**src/rtl/pit_pkg.sv**
```systemverilog
package pit_pkg;

  typedef enum logic [1:0] {
    ACC_LATCH = 2'd0,
    ACC_LO    = 2'd1,
    ACC_HI    = 2'd2,
    ACC_WORD  = 2'd3
  } accMode_t;

  typedef enum logic [1:0] {
    MD_ONESHOT = 2'd0,
    MD_RATE    = 2'd1,
    MD_SQUARE  = 2'd2
  } cntMode_t;

  // Strobes and steady configuration from control to datapath, per counter
  typedef struct packed {
    logic     cfgWr;
    logic     latchCmd;
    logic     wrLo;
    logic     wrHi;
    logic     load;
    logic     relLatch;
    cntMode_t mode;
  } cntStrobe_t;

  function automatic cntMode_t decodeMode(input logic [2:0] field);
    case (field[1:0])
      2'b10:   return MD_RATE;
      2'b11:   return MD_SQUARE;
      default: return MD_ONESHOT;
    endcase
  endfunction

endpackage

```
**src/rtl/pit_ctrl.sv**
```systemverilog
module pit_ctrl
  import pit_pkg::*;
#(
  parameter int NUM_CNT  = 3,
  parameter int CNT_W    = 16,
  parameter int GATE_IDX = 2
) (
  input  logic                          clk,
  input  logic                          rstN,
  input  logic                          busWr,
  input  logic                          busRd,
  input  logic [$clog2(NUM_CNT+1)-1:0]  busAddr,
  input  logic [CNT_W/2-1:0]            busWrData,
  input  logic                          sysWr,
  input  logic [CNT_W/2-1:0]            sysWrData,
  input  logic                          gateOut,
  input  logic [CNT_W-1:0]              rdVal [NUM_CNT],
  output cntStrobe_t                    strobe [NUM_CNT],
  output logic [CNT_W/2-1:0]            busRdData,
  output logic [CNT_W/2-1:0]            sysRdData,
  output logic                          gateEn
);

  localparam int BYTE_W  = CNT_W / 2;
  localparam int ADDR_W  = $clog2(NUM_CNT + 1);
  localparam int CTL_OFS = NUM_CNT;
  localparam int SYS_W   = 4;

  logic [SYS_W-1:0]   sysLow;
  logic [NUM_CNT-1:0] hiSel;
  logic               cfgHit;
  logic [1:0]         selField;
  logic [1:0]         accField;

  assign cfgHit   = busWr && (busAddr == ADDR_W'(CTL_OFS));
  assign selField = busWrData[7:6];
  assign accField = busWrData[5:4];
  assign gateEn   = sysLow[0];

  always_ff @(posedge clk) begin
    if (!rstN) sysLow <= '0;
    else if (sysWr) sysLow <= sysWrData[SYS_W-1:0];
  end

  assign sysRdData = BYTE_W'({2'b00, gateEn & gateOut, 1'b0, sysLow});

  for (genvar k = 0; k < NUM_CNT; k++) begin : g_cfg
    accMode_t accMode;
    cntMode_t modeQ;
    logic     ptrHi;
    logic     cfgSel;
    logic     dataWr;
    logic     dataRd;

    assign cfgSel   = cfgHit && (selField == 2'(k));
    assign dataWr   = busWr && (busAddr == ADDR_W'(k));
    assign dataRd   = busRd && (busAddr == ADDR_W'(k));
    assign hiSel[k] = (accMode == ACC_HI) || ((accMode == ACC_WORD) && ptrHi);

    assign strobe[k] = '{
      cfgWr:    cfgSel && (accField != 2'd0),
      latchCmd: cfgSel && (accField == 2'd0),
      wrLo:     dataWr && !hiSel[k],
      wrHi:     dataWr && hiSel[k],
      load:     dataWr && ((accMode != ACC_WORD) || ptrHi),
      relLatch: dataRd && hiSel[k],
      mode:     modeQ
    };

    always_ff @(posedge clk) begin
      if (!rstN) begin
        accMode <= ACC_WORD;
        modeQ   <= MD_ONESHOT;
        ptrHi   <= 1'b0;
      end else if (cfgSel && (accField != 2'd0)) begin
        accMode <= accMode_t'(accField);
        modeQ   <= decodeMode(busWrData[3:1]);
        ptrHi   <= 1'b0;
      end else if ((dataWr || dataRd) && (accMode == ACC_WORD)) begin
        ptrHi <= ~ptrHi;
      end
    end
  end

  always_comb begin
    busRdData = '0;
    for (int k = 0; k < NUM_CNT; k++) begin
      if (busAddr == ADDR_W'(k)) begin
        busRdData = hiSel[k] ? rdVal[k][CNT_W-1:BYTE_W] : rdVal[k][BYTE_W-1:0];
      end
    end
  end

endmodule

```
**src/rtl/pit_datapath.sv**
```systemverilog
module pit_datapath
  import pit_pkg::*;
#(
  parameter int NUM_CNT  = 3,
  parameter int CNT_W    = 16,
  parameter int GATE_IDX = 2,
  parameter int IRQ_IDX  = 0
) (
  input  logic                 clk,
  input  logic                 rstN,
  input  logic                 tickEn,
  input  logic                 gateEn,
  input  logic [CNT_W/2-1:0]   wrByte,
  input  cntStrobe_t           strobe [NUM_CNT],
  output logic [CNT_W-1:0]     rdVal [NUM_CNT],
  output logic [NUM_CNT-1:0]   cntOut,
  output logic                 irqReq
);

  localparam int BYTE_W = CNT_W / 2;

  logic [NUM_CNT-1:0] tcHit;

  for (genvar k = 0; k < NUM_CNT; k++) begin : g_cnt
    logic [CNT_W-1:0]  count;
    logic [CNT_W-1:0]  initVal;
    logic [CNT_W-1:0]  latchVal;
    logic [CNT_W-1:0]  newInit;
    logic [BYTE_W-1:0] pendLo;
    logic              latched;
    logic              running;
    logic              outQ;
    logic              enabled;
    logic              stepOk;

    if (k == GATE_IDX) begin : g_gated
      assign enabled = gateEn;
    end else begin : g_free
      assign enabled = 1'b1;
    end

    assign newInit = strobe[k].wrHi ? {wrByte, pendLo}
                                    : {initVal[CNT_W-1:BYTE_W], wrByte};
    assign stepOk   = tickEn && running && enabled;
    assign tcHit[k] = stepOk && (count == CNT_W'(1)) && !strobe[k].load && !strobe[k].cfgWr;

    always_ff @(posedge clk) begin
      if (!rstN) begin
        count    <= '0;
        initVal  <= '0;
        latchVal <= '0;
        pendLo   <= '0;
        latched  <= 1'b0;
        running  <= 1'b0;
        outQ     <= 1'b0;
      end else begin
        if (strobe[k].wrLo) pendLo <= wrByte;

        if (strobe[k].cfgWr) begin
          outQ    <= 1'b0;
          running <= 1'b0;
        end else if (strobe[k].load) begin
          initVal <= newInit;
          pendLo  <= newInit[BYTE_W-1:0];
          count   <= newInit;
          running <= 1'b1;
          outQ    <= (strobe[k].mode != MD_ONESHOT);
        end else if (stepOk) begin
          case (strobe[k].mode)
            MD_ONESHOT: begin
              if (count == CNT_W'(1)) begin
                count   <= '0;
                outQ    <= 1'b1;
                running <= 1'b0;
              end else begin
                count <= count - 1'b1;
              end
            end
            MD_RATE: begin
              if (count == CNT_W'(1)) begin
                count <= initVal;
                outQ  <= 1'b1;
              end else begin
                count <= count - 1'b1;
                if (count == CNT_W'(2)) outQ <= 1'b0;
              end
            end
            default: begin
              if (count == CNT_W'(1)) begin
                count <= initVal;
                outQ  <= ~outQ;
              end else begin
                count <= count - 1'b1;
              end
            end
          endcase
        end

        if (strobe[k].latchCmd && !latched) begin
          latched  <= 1'b1;
          latchVal <= count;
        end else if (strobe[k].relLatch) begin
          latched <= 1'b0;
        end
      end
    end

    assign rdVal[k]  = !enabled ? initVal : (latched ? latchVal : count);
    assign cntOut[k] = outQ;
  end

  always_ff @(posedge clk) begin
    if (!rstN) irqReq <= 1'b0;
    else       irqReq <= tcHit[IRQ_IDX];
  end

endmodule

```
**src/rtl/interval_timer.sv**
```systemverilog
module interval_timer
  import pit_pkg::*;
#(
  parameter int NUM_CNT  = 3,
  parameter int CNT_W    = 16,
  parameter int GATE_IDX = 2,
  parameter int IRQ_IDX  = 0
) (
  input  logic                          clk,
  input  logic                          rstN,
  input  logic                          tickEn,
  input  logic                          busWr,
  input  logic                          busRd,
  input  logic [$clog2(NUM_CNT+1)-1:0]  busAddr,
  input  logic [CNT_W/2-1:0]            busWrData,
  output logic [CNT_W/2-1:0]            busRdData,
  input  logic                          sysWr,
  input  logic [CNT_W/2-1:0]            sysWrData,
  output logic [CNT_W/2-1:0]            sysRdData,
  output logic [NUM_CNT-1:0]            cntOut,
  output logic                          irqReq
);

  cntStrobe_t       strobe [NUM_CNT];
  logic [CNT_W-1:0] rdVal  [NUM_CNT];
  logic             gateEn;

  pit_ctrl #(
    .NUM_CNT(NUM_CNT), .CNT_W(CNT_W), .GATE_IDX(GATE_IDX)
  ) u_ctrl (
    .clk(clk), .rstN(rstN), .busWr(busWr), .busRd(busRd), .busAddr(busAddr),
    .busWrData(busWrData), .sysWr(sysWr), .sysWrData(sysWrData),
    .gateOut(cntOut[GATE_IDX]), .rdVal(rdVal), .strobe(strobe),
    .busRdData(busRdData), .sysRdData(sysRdData), .gateEn(gateEn)
  );

  pit_datapath #(
    .NUM_CNT(NUM_CNT), .CNT_W(CNT_W), .GATE_IDX(GATE_IDX), .IRQ_IDX(IRQ_IDX)
  ) u_dp (
    .clk(clk), .rstN(rstN), .tickEn(tickEn), .gateEn(gateEn),
    .wrByte(busWrData), .strobe(strobe), .rdVal(rdVal),
    .cntOut(cntOut), .irqReq(irqReq)
  );

endmodule

```
**config.mk**
```make
export PLATFORM = sky130hd
export DESIGN_NAME = interval_timer
export DESIGN_NICKNAME = d
export VERILOG_FILES = /design/src/rtl/pit_pkg.sv /design/src/rtl/pit_ctrl.sv /design/src/rtl/pit_datapath.sv /design/src/rtl/interval_timer.sv
export SDC_FILE = /design/constraint.sdc
export NUM_CORES = 1
export LEC_CHECK = 0
export BUFFER_PORTS_ARGS = -buffer_cell sky130_fd_sc_hd__buf_4
export CAP_MARGIN = 20
export CORE_MARGIN = 3
export CORE_UTILIZATION = 50
export CTS_BUF_LIST = sky130_fd_sc_hd__clkbuf_8
export DETAILED_ROUTE_END_ITERATION = 16
export PLACE_DENSITY = 0.64
export RECOVER_POWER = 50
export SLEW_MARGIN = 20
export SYNTH_ARGS = -nofsm -noshare
export SYNTH_HDL_FRONTEND = slang
export SYNTH_SLANG_ARGS = --single-unit
```
**constraint.sdc**
```tcl
create_clock -name clk -period 2.4 [get_ports clk]
set_input_delay 0.12 -clock clk [delete_from_list [all_inputs] [get_ports clk]]
set_output_delay 0.12 -clock clk [all_outputs]
set_load 0.05 [all_outputs]
```
# Word-level counts from Yosys, hierarchy flattened
# Index checks and enable logic that the tools add are counted.
classes:
  add_sub_neg: 3
  n_mul: 0
  div_mod_pow: 0
  magnitude_cmp: 0
  eq_ne: 28
  shift: 0
  mux: 77
  bitwise_logic: 11
  n_reduce_logical: 104
ops:
  columns: ["cell", "n"]
  rows:
  - ["$mux W16", 22]
  - ["$mux W8", 15]
  - ["$eq A16 B1 Y1 const B", 3]
  - ["$eq A16 B2 Y1 const B", 3]
  - ["$sub A16 B1 Y16 const B", 3]
  - ["$logic_and A1 B1 Y1", 44]
  - ["$mux W1", 36]
  - ["$reduce_bool A2 Y1", 16]
  - ["$eq A2 B2 Y1 const B", 11]
  - ["$reduce_bool A3 Y1", 6]
  - ["$logic_not A2 Y1", 6]
  - ["$reduce_and A2 Y1", 6]
  - ["$reduce_and A4 Y1", 3]
  - ["$eq A2 B1 Y1 const B", 5]
  - ["$not A1 Y1", 10]
  - ["$logic_or A1 B1 Y1", 9]
  - ["$reduce_and A3 Y1", 3]
  - ["$logic_not A1 Y1", 8]
  - ["$ne A2 B2 Y1 const B", 3]
  - ["$ne A3 B2 Y1 const B", 2]
  - ["$pmux W1 S2", 3]
  - ["$reduce_or A2 Y1", 3]
  - ["$pmux W2 S2", 1]
  - ["$ne A3 B1 Y1 const B", 1]
  - ["$and A1 B1 Y1", 1]
totals:
  register_bits: 197
  latch_bits: 0
  mem_bits_rw: 0
  rom_bits: 0
  in_bits: 24
  out_inout_bits: 20
  n_memories: 0

# Longest topological paths before layout
# Gate-level depths: netlist of the first run.
depth:
  word_depth: 8
  depth_mapped: 9
  mapped_depth_nobuf: 7

# Hierarchy
# A second synthesis of the first run with hierarchy kept.
unflattened:
  cells_unflattened: 1455
  area_unflattened_um2: 11353.4
modules_own_cells:
  columns: ["module", "instances", "cells_per_inst", "area_per_inst_um2", "seq_area_each_um2"]
  rows:
  - ["pit_datapath", 1, 1270, 9904.5, 3563.4]
  - ["pit_ctrl", 1, 185, 1448.9, 380.4]

# Worst setup path after synthesis of the first run
# Ideal clock, no wire load.
synth_timing:
  path_kind: "register to output"
  start: "register u_ctrl.g_cfg[2].ptrHi"
  end: "output busRdData[4]"
  t_arrival_ns: 2.595
  t_required_ns: 2.280
  path_slack_ns: -0.315
  path_stages_with_launch: 9
  n_path_buf: 3
  path_cell_list: "dfxtp_1 nand2b_1 and2_1 clkbuf_1 buf_2 buf_4 mux2_2 mux2i_1 o21ai_0"
synth_between:
  elab_chain_len: 4
synth_lines:
  columns: ["element", "line_no", "text"]
  rows:
  - ["from (decl)", "pit_ctrl.sv:50", "logic ptrHi;"]
  - ["from (signal assigned)", "pit_ctrl.sv:80", "ptrHi <= ~ptrHi;"]
  - ["$logic_and A1 B1 Y1", "pit_ctrl.sv:58", "assign hiSel[k] = (accMode == ACC_HI) || ((accMode == ACC_WORD) && ptrHi);"]
  - ["$logic_or A1 B1 Y1", "pit_ctrl.sv:58", null]
  - ["$mux W8", "pit_ctrl.sv:89", "busRdData = hiSel[k] ? rdVal[k][CNT_W-1:BYTE_W] : rdVal[k][BYTE_W-1:0];"]
  - ["$mux W8", "pit_ctrl.sv:88", "if (busAddr == ADDR_W'(k)) begin"]
  - ["to (decl)", "interval_timer.sv:16", "output logic [CNT_W/2-1:0] busRdData,"]
# No other way between the ends.

# Final worst setup path of the first run
layout_timing:
  start: "register u_ctrl.g_cfg[1].ptrHi"
  end: "output busRdData[6]"
layout_between:
  elab_chain_len: 5
layout_lines:
  columns: ["element", "line_no"]
  rows:
  - ["from (decl)", "pit_ctrl.sv:50"]
  - ["from (signal assigned)", "pit_ctrl.sv:80"]
  - ["$logic_and A1 B1 Y1", "pit_ctrl.sv:58"]
  - ["$logic_or A1 B1 Y1", "pit_ctrl.sv:58"]
  - ["$mux W8", "pit_ctrl.sv:89"]
  - ["$mux W8 (2 in a row)", "pit_ctrl.sv:88"]
# No other way between the ends.

==> impl_results.md, run 1 <==
- Total CTS buffers: 17
- Die Height: 150.7 um
- Avg Synthesized Cell Area: 8.616 um^2
- Ports: 44
- FMAX: 407.7 MHz
- Total track usage: 0.2826
- Nets: 1294
- Detailed Route WL: 32040 um
- Final setup margin: -52.94 ps
- Worst Setup Slack post-DPL: 94.67 ps
- Hold Path Class: input port to flop
- Final TNS setup: -272.1 ps
- Dpl cells: 1491
- Total power: 6730 uW
- Routability congestion estimate from global placement: 0.9313
- Diode count: 0
- Post-Layout Cell Count: 1544
- Htree depth: 4
- Initial antenna violation count: 0
- DIE AREA: 22710 um^2
- Maxcap violations: 0
- Slew Limit Fails: 0
- # clock sinks: 197
- Layout Utilization: 0.5856
- Most frequent cells in the layout: dfxtp_1 (195), nand2_1 (148), nor2_1 (101), buf_4 (101), a21oi_1 (98)
- Number of global-route vias before repair: 8904
- Root buffer cell: clkbuf_8
- DR iter-0 viols: 872
- First-pass GRT wire length: 49930 um
- Largest net degree at the start of global routing: 48
- Synth warn: 0
- CP Class: flop to output port
- P_leak: 0.004589 uW
- R2r startpoint: u_dp.g_cnt[0].count[1]
- Commonest non-fill, non-tap cell in the layout: dfxtp_1
- Violated checks: negative setup slack
- Cell breakdown of the critical path: nand2b_4, and2_4, buf_16, mux4_2, a22oi_2, o21ai_2, buf_6
- Clock slew at reported path FFs: 120 ps
- Die width: 150.7 um
- Row count: 52
- Routed via count: 9597
- Worst EP required: 2280 ps
- Final Hold Viols: 0
- Worst Skew: 18.89 ps
- DR pass1 iterations: 5
- Synth Instances: 1215
- Routed wire per std cell: 20.75 um
- Clk_lat worst skew: 490 ps
- Yosys cell types: 75
- FFs w/ async S/R, synth: 0
- CTS max path bufs: 2
- Core Box Area: 20430 um^2
- Top Family by Delay on Critical Path: multiplexers
- WP buf/inv: 2
- CTS tree: built
- RSZ-0062 raised after global routing: yes
- Crit Path Max Fanout: 5
- Run status: finished with violations
- Critical Path End Type: output port
- Share of post-route cells with drive strength above 1: 0.1915
- Post-synthesis cell area: 10470 um^2
- Worst Max-Slew Pin Slew: 1423 ps
- Max-Slew Margin vs Limit: 0.05052
- HPWL Detailed: 21720 um
- Synth Register Bits: 197
- PortBufs: 36
- Min Tclk post-route: 2453 ps
- PD cells: 562.6 nW/um^2
- Final setup fails: 8
- Final period util: 1.022
- Ys flop type: dfxtp_1
- Worst path slowest cell: mux4_2
- Antenna Nets Post-Route: 0
- Max stage delay on crit path: 550 ps
- Worst Hold Launch: busWrData[2]
- DRC viols: 0
- Area delta synth->final: 14.27%
- Critical Path AT: 2330 ps
- Global route overflow: 0
- Worst Setup SP: u_ctrl.g_cfg[1].ptrHi
- Critical path startpoint category: flop
- Vias per cell: 6.216
- Number of synthesized flops with an enable pin: 0
- Worst vdd ir: 0.3336 mV
- Starting Density: 0.5124
- Register area share after synthesis: 0.3767
==> where the power goes <==
part / internal, uW / switching, uW
registers: 3330 / 66.8
clock network: 767 / 1340
logic: 531 / 689
total: 4630 / 2100
==> timing repair <==
item / CTS / global route
endpoints found under the hold margin: 10 / 0
cloned: 2 / 0
hold buffers: 10 / 0
pin swaps: 10 / 1
setup buffers: 8 / 1
setup endpoints to repair: 8 / 18
resized for setup: 34 / 3
==> cells by family after synthesis <==
| family | after synthesis | synth area share |
|---|---|---|
| other | 1 | 0.0003582 |
| adders and majority gates | 9 | 0.01076 |
| xor gates and xnor gates | 22 | 0.01841 |
| muxes | 116 | 0.1414 |
| DFF | 197 | 0.3767 |
| AOI/OAI and AO/OA | 312 | 0.1917 |
| buffers and inverters | 133 | 0.05462 |
| and+or+nand+nor | 425 | 0.2060 |
==> cell type report <==
class                      count  area, um^2
inverter                      19       71.32
timing repair buffer         139        1154
clock inverter                15       141.4
multi-input combinational    887        6078
tap                          270       337.8
fill                        1871        8467
clock buffer                  17       234.0
sequential                   197        3946
==> path summary, 6_finish.rpt <==
path	end	slack, ps	depth (start not counted)
max	busRdData[6]	-50	7
min	u_dp.g_cnt[1].pendLo[2]	40	3
max reg2reg	u_dp.g_cnt[0].count[10]	240	8
min reg2reg	u_dp.g_cnt[1].latchVal[13]	460	2
==> Yosys cell counts, types with 20 or more instances <==
cell type,number,share of area
o21ai_0,67,0.032
and2_1,20,0.012
nand2_1,148,0.053
nor2_1,101,0.036
mux2i_1,77,0.074
nand4_1,23,0.014
clkbuf_1,75,0.027
buf_2,25,0.012
dfxtp_1,197,0.38
mux4_2,24,0.052
nand3_1,29,0.014
a21oi_1,98,0.047
o221ai_1,24,0.020
a31oi_1,32,0.019
==> state kept, by name, indices dropped and copies added (netlist names) <==
| signal | count |
|---|---|
| u_ctrl.g_cfg.accMode | 6 |
| u_ctrl.g_cfg.modeQ | 6 |
| u_ctrl.g_cfg.ptrHi | 3 |
| u_ctrl.sysLow | 4 |
| u_dp.g_cnt.count | 48 |
| u_dp.g_cnt.initVal | 48 |
| u_dp.g_cnt.latchVal | 48 |
| u_dp.g_cnt.latched | 3 |
| u_dp.g_cnt.outQ | 3 |
| u_dp.g_cnt.pendLo | 24 |
| u_dp.g_cnt.running | 3 |
| u_dp.irqReq | 1 |
==> metal layers <==
metal / GRT usage / vias to the layer above / share of wire / routed length [um]
li1: - / 4520 / - / -
met1: 0.3961 / 4618 / 0.44 / 14000
met2: 0.4387 / 408 / 0.46 / 14640
met3: 0.06111 / 51 / 0.084 / 2690
met4: 0.08522 / 0 / 0.022 / 708
met5: 0 / - / 0 / 0
==> worst reg2reg max path: cells and delay by family, from the launching register on <==
family / cells / cell delay, ps
fa+ha+maj: 1 / 270
buf+inv: 2 / 270
flops: 1 / 330
simple gates: 2 / 700
compound gates: 3 / 420
==> through the flow <==
step | hold slack [ps] | cell area, um^2
after floorplan | 267.2 | 10480
after global placement | 360.4 | 11290
after detailed placement | 364.4 | 11290
after CTS | 17.72 | 12010
after global routing | 19.29 | 11960
final | 41.47 | 11960
Note: power is estimated with default switching activity, not from simulation.
==> run 2: changes to the inputs <==
--- a/config.mk
+++ b/config.mk
@@ -5,13 +5,13 @@
 export SDC_FILE = /design/constraint.sdc
 export NUM_CORES = 1
 export LEC_CHECK = 0
-export BUFFER_PORTS_ARGS = -buffer_cell sky130_fd_sc_hd__buf_4
 export CAP_MARGIN = 20
 export CORE_MARGIN = 3
 export CORE_UTILIZATION = 50
 export CTS_BUF_LIST = sky130_fd_sc_hd__clkbuf_8
 export DETAILED_ROUTE_END_ITERATION = 16
-export PLACE_DENSITY = 0.64
+export DONT_BUFFER_PORTS = 1
+export PLACE_DENSITY = 0.62
 export RECOVER_POWER = 50
 export SLEW_MARGIN = 20
 export SYNTH_ARGS = -nofsm -noshare
==> constraint.sdc (replaced) <==
create_clock -name clk -period 2.95 [get_ports clk]
set_input_delay 0.1475 -clock clk [delete_from_list [all_inputs] [get_ports clk]]
set_output_delay 0.1475 -clock clk [all_outputs]
set_load 0.05 [all_outputs]
==> run 2 against run 1 <==
  * The run ends with max-capacitance violations, max-slew violations left
  * Wire length increased by 0.87%
  * Sequential power down 18%
  * Worst setup slack gained 170 ps
  * Global-route usage is 0.29 points higher
  * Critical path depth unchanged
  * Die area did not move
  * Sequential share of layout area grew 1.5 points
  * Register-to-register slack better by 290 ps
  * Clock-buffer cell count unchanged
  * Clock skew grew 1.2 ps
  * Critical endpoint unchanged
  * Highest routed layer unchanged
==> impl_results.md, run 2 (synthesis results as in run 1) <==
- Total track usage: 0.2855
- Share of post-route cells with drive strength above 1: 0.1181
- Worst EP required: 2800 ps
- First-pass GRT wire length: 50080 um
- Reg area: 3944 um^2
- DR iter-0 viols: 781
- Min Tclk post-route: 2832 ps
- Antenna Nets Post-Route: 0
- Clk_lat worst skew: 480 ps
- Max stage delay on crit path: 530 ps
- Global route overflow: 0
- Number of global-route vias before repair: 8673
- Commonest non-fill, non-tap cell in the layout: dfxtp_1
- Nets: 1231
- Hold Path Class: input port to flop
- CTS max path bufs: 2
- Row count: 52
- Starting Density: 0.5124
- Critical Path End Type: output port
- RR Endpoint: u_dp.g_cnt[0].outQ
- Critical Path AT: 2680 ps
- Cell breakdown of the critical path: nand2b_2, and2_1, buf_4, mux4_2, a22oi_1, o21ai_1, buf_4
- Maxcap violations: 1
- DRC viols: 0
- Design Area, Final: 11440 um^2
- Slew Limit Fails: 56
- P_leak: 0.004257 uW
- CTS tree: built
- Final setup fails: 0
- Placed cell area: 10710 um^2
- Htree depth: 4
- Routability congestion estimate from global placement: 0.9322
- Ports: 44
- Violated checks: max-capacitance violations, max-slew violations
- # clock sinks: 197
- Routed via count: 9346
- Final TNS setup: 0 ps
- PD cells: 496.8 nW/um^2
- Die width: 150.7 um
- Worst vdd ir: 0.3407 mV
- Worst path slowest cell: mux4_2
- Initial antenna violation count: 2
- Total CTS buffers: 17
- Worst Max-Slew Pin Slew: 2121 ps
- Setup repair bufs after CTS: 0
- Crit path top cell by count: buf_4
- Fillers: 1892
- Detailed Route WL: 32320 um
- RSZ-0062 raised after global routing: no
- FMAX: 353.1 MHz
- Worst Skew: 20.10 ps
- R2r worst-path depth: 6
- R2r startpoint: u_dp.g_cnt[0].count[0]
- HPWL Detailed: 20970 um
- PortBufs: 0
- Vias per cell: 6.306
- Run status: finished with violations
- Setup slack, reg-to-reg: 530 ps
- Final period util: 0.9600
- Routed wire per std cell: 21.81 um
- Clock slew at reported path FFs: 100 ps
- WHS Endpoint: u_ctrl.g_cfg[0].accMode[1]
- Die Height: 150.7 um
- Core Box Area: 20430 um^2
- Largest net degree at the start of global routing: 58
- Area delta synth->final: 9.274%
- CP Class: flop to output port
- Critical path startpoint category: flop
- Crit Path Max Fanout: 8
- Hold Path Cell Cnt: 2
- Area of the multi-input gates: 5964 um^2
- Final Hold Viols: 0
- DIE AREA: 22710 um^2
- Root buffer cell: clkbuf_8
- Most frequent cells in the layout: dfxtp_1 (197), nand2_1 (148), nor2_1 (101)
- Worst Hold Launch: rstN
- DR pass1 iterations: 6
- Regs by FF count: u_dp.g_cnt.count x48, u_dp.g_cnt.initVal x48, u_dp.g_cnt.latchVal x48
- Max-Slew Margin vs Limit: -0.4221
## run 2: changes by cell type in the layout (fill, tap and decap cells not counted), moves of 5 or more
cell	before	now
dlygate4sd3_1	10	26
buf_4	101	43
clkbuf_1	8	3
a22oi_2	8	0
bufinv_16	0	5
buf_6	8	1
o21ai_2	5	0
o21ai_1	5	10
a22oi_1	2	10
## run 2: critical path: cells and delay by family (launching register included)
| family | cells | cell delay, ps |
|---|---|---|
| muxes | 1 | 530 |
| AOI/OAI and AO/OA | 2 | 530 |
| buffers and inverters | 2 | 440 |
| DFF | 1 | 390 |
| and+or+nand+nor | 2 | 330 |
## run 2: repair_timing
action,4_1_cts,5_1_grt
setup endpoints to repair,0,6
hold buffers,26,1
endpoints found under the hold margin,131,1
gates resized for setup,0,3
## run 2: power breakdown
part           total [uW]  switching [uW]  internal (uW)
sequential           2780            75.2           2710
combinational         858             502            356
clock                2040            1020           1020
total                5680            1600           4090
## run 2: worst max-delay path by stage
stage | start | endpoint | slack (ps)
6_report | u_ctrl.g_cfg[1].ptrHi | busRdData[6] | 120
5_1_grt | u_ctrl.g_cfg[1].ptrHi | busRdData[6] | 20
4_1_cts | u_ctrl.g_cfg[0].ptrHi | busRdData[3] | 50
3_5_place_dp | u_ctrl.g_cfg[0].ptrHi | busRdData[3] | 570
3_3_place_gp | u_ctrl.g_cfg[0].ptrHi | busRdData[3] | 560
2_1_floorplan | u_ctrl.g_cfg[2].ptrHi | busRdData[4] | 210
## run 2: per-stage QoR
step                std cells    util  hold WS, ps  total power (uW)  worst slack (ps)
CTS                      1480  0.5602        1.850              5707             49.49
global placement         1422  0.5241        244.3              3605             564.1
finish                   1482  0.5600        19.71              5684             118.0
detailed placement       1422  0.5241        247.5              3612             565.5
global route             1482  0.5600        12.15              5894             22.30
floorplan                1217       -        294.7              3462             207.7
## run 2: routing by layer
layer / track usage / routed length [um]
met3: 0.04786 / 2462
met1: 0.3975 / 14350
met2: 0.4544 / 14760
met5: 0.009091 / 0
met4: 0.08885 / 749
## run 2: layout make-up
cell class,count,area share
well taps,270,0.02953
inverters,19,0.006344
clock buffers,17,0.02045
flip-flops and latches,197,0.3447
clock inverters,15,0.01980
diodes,1,0.0002187
repair buffers,76,0.05753
multi-input cells,887,0.5214
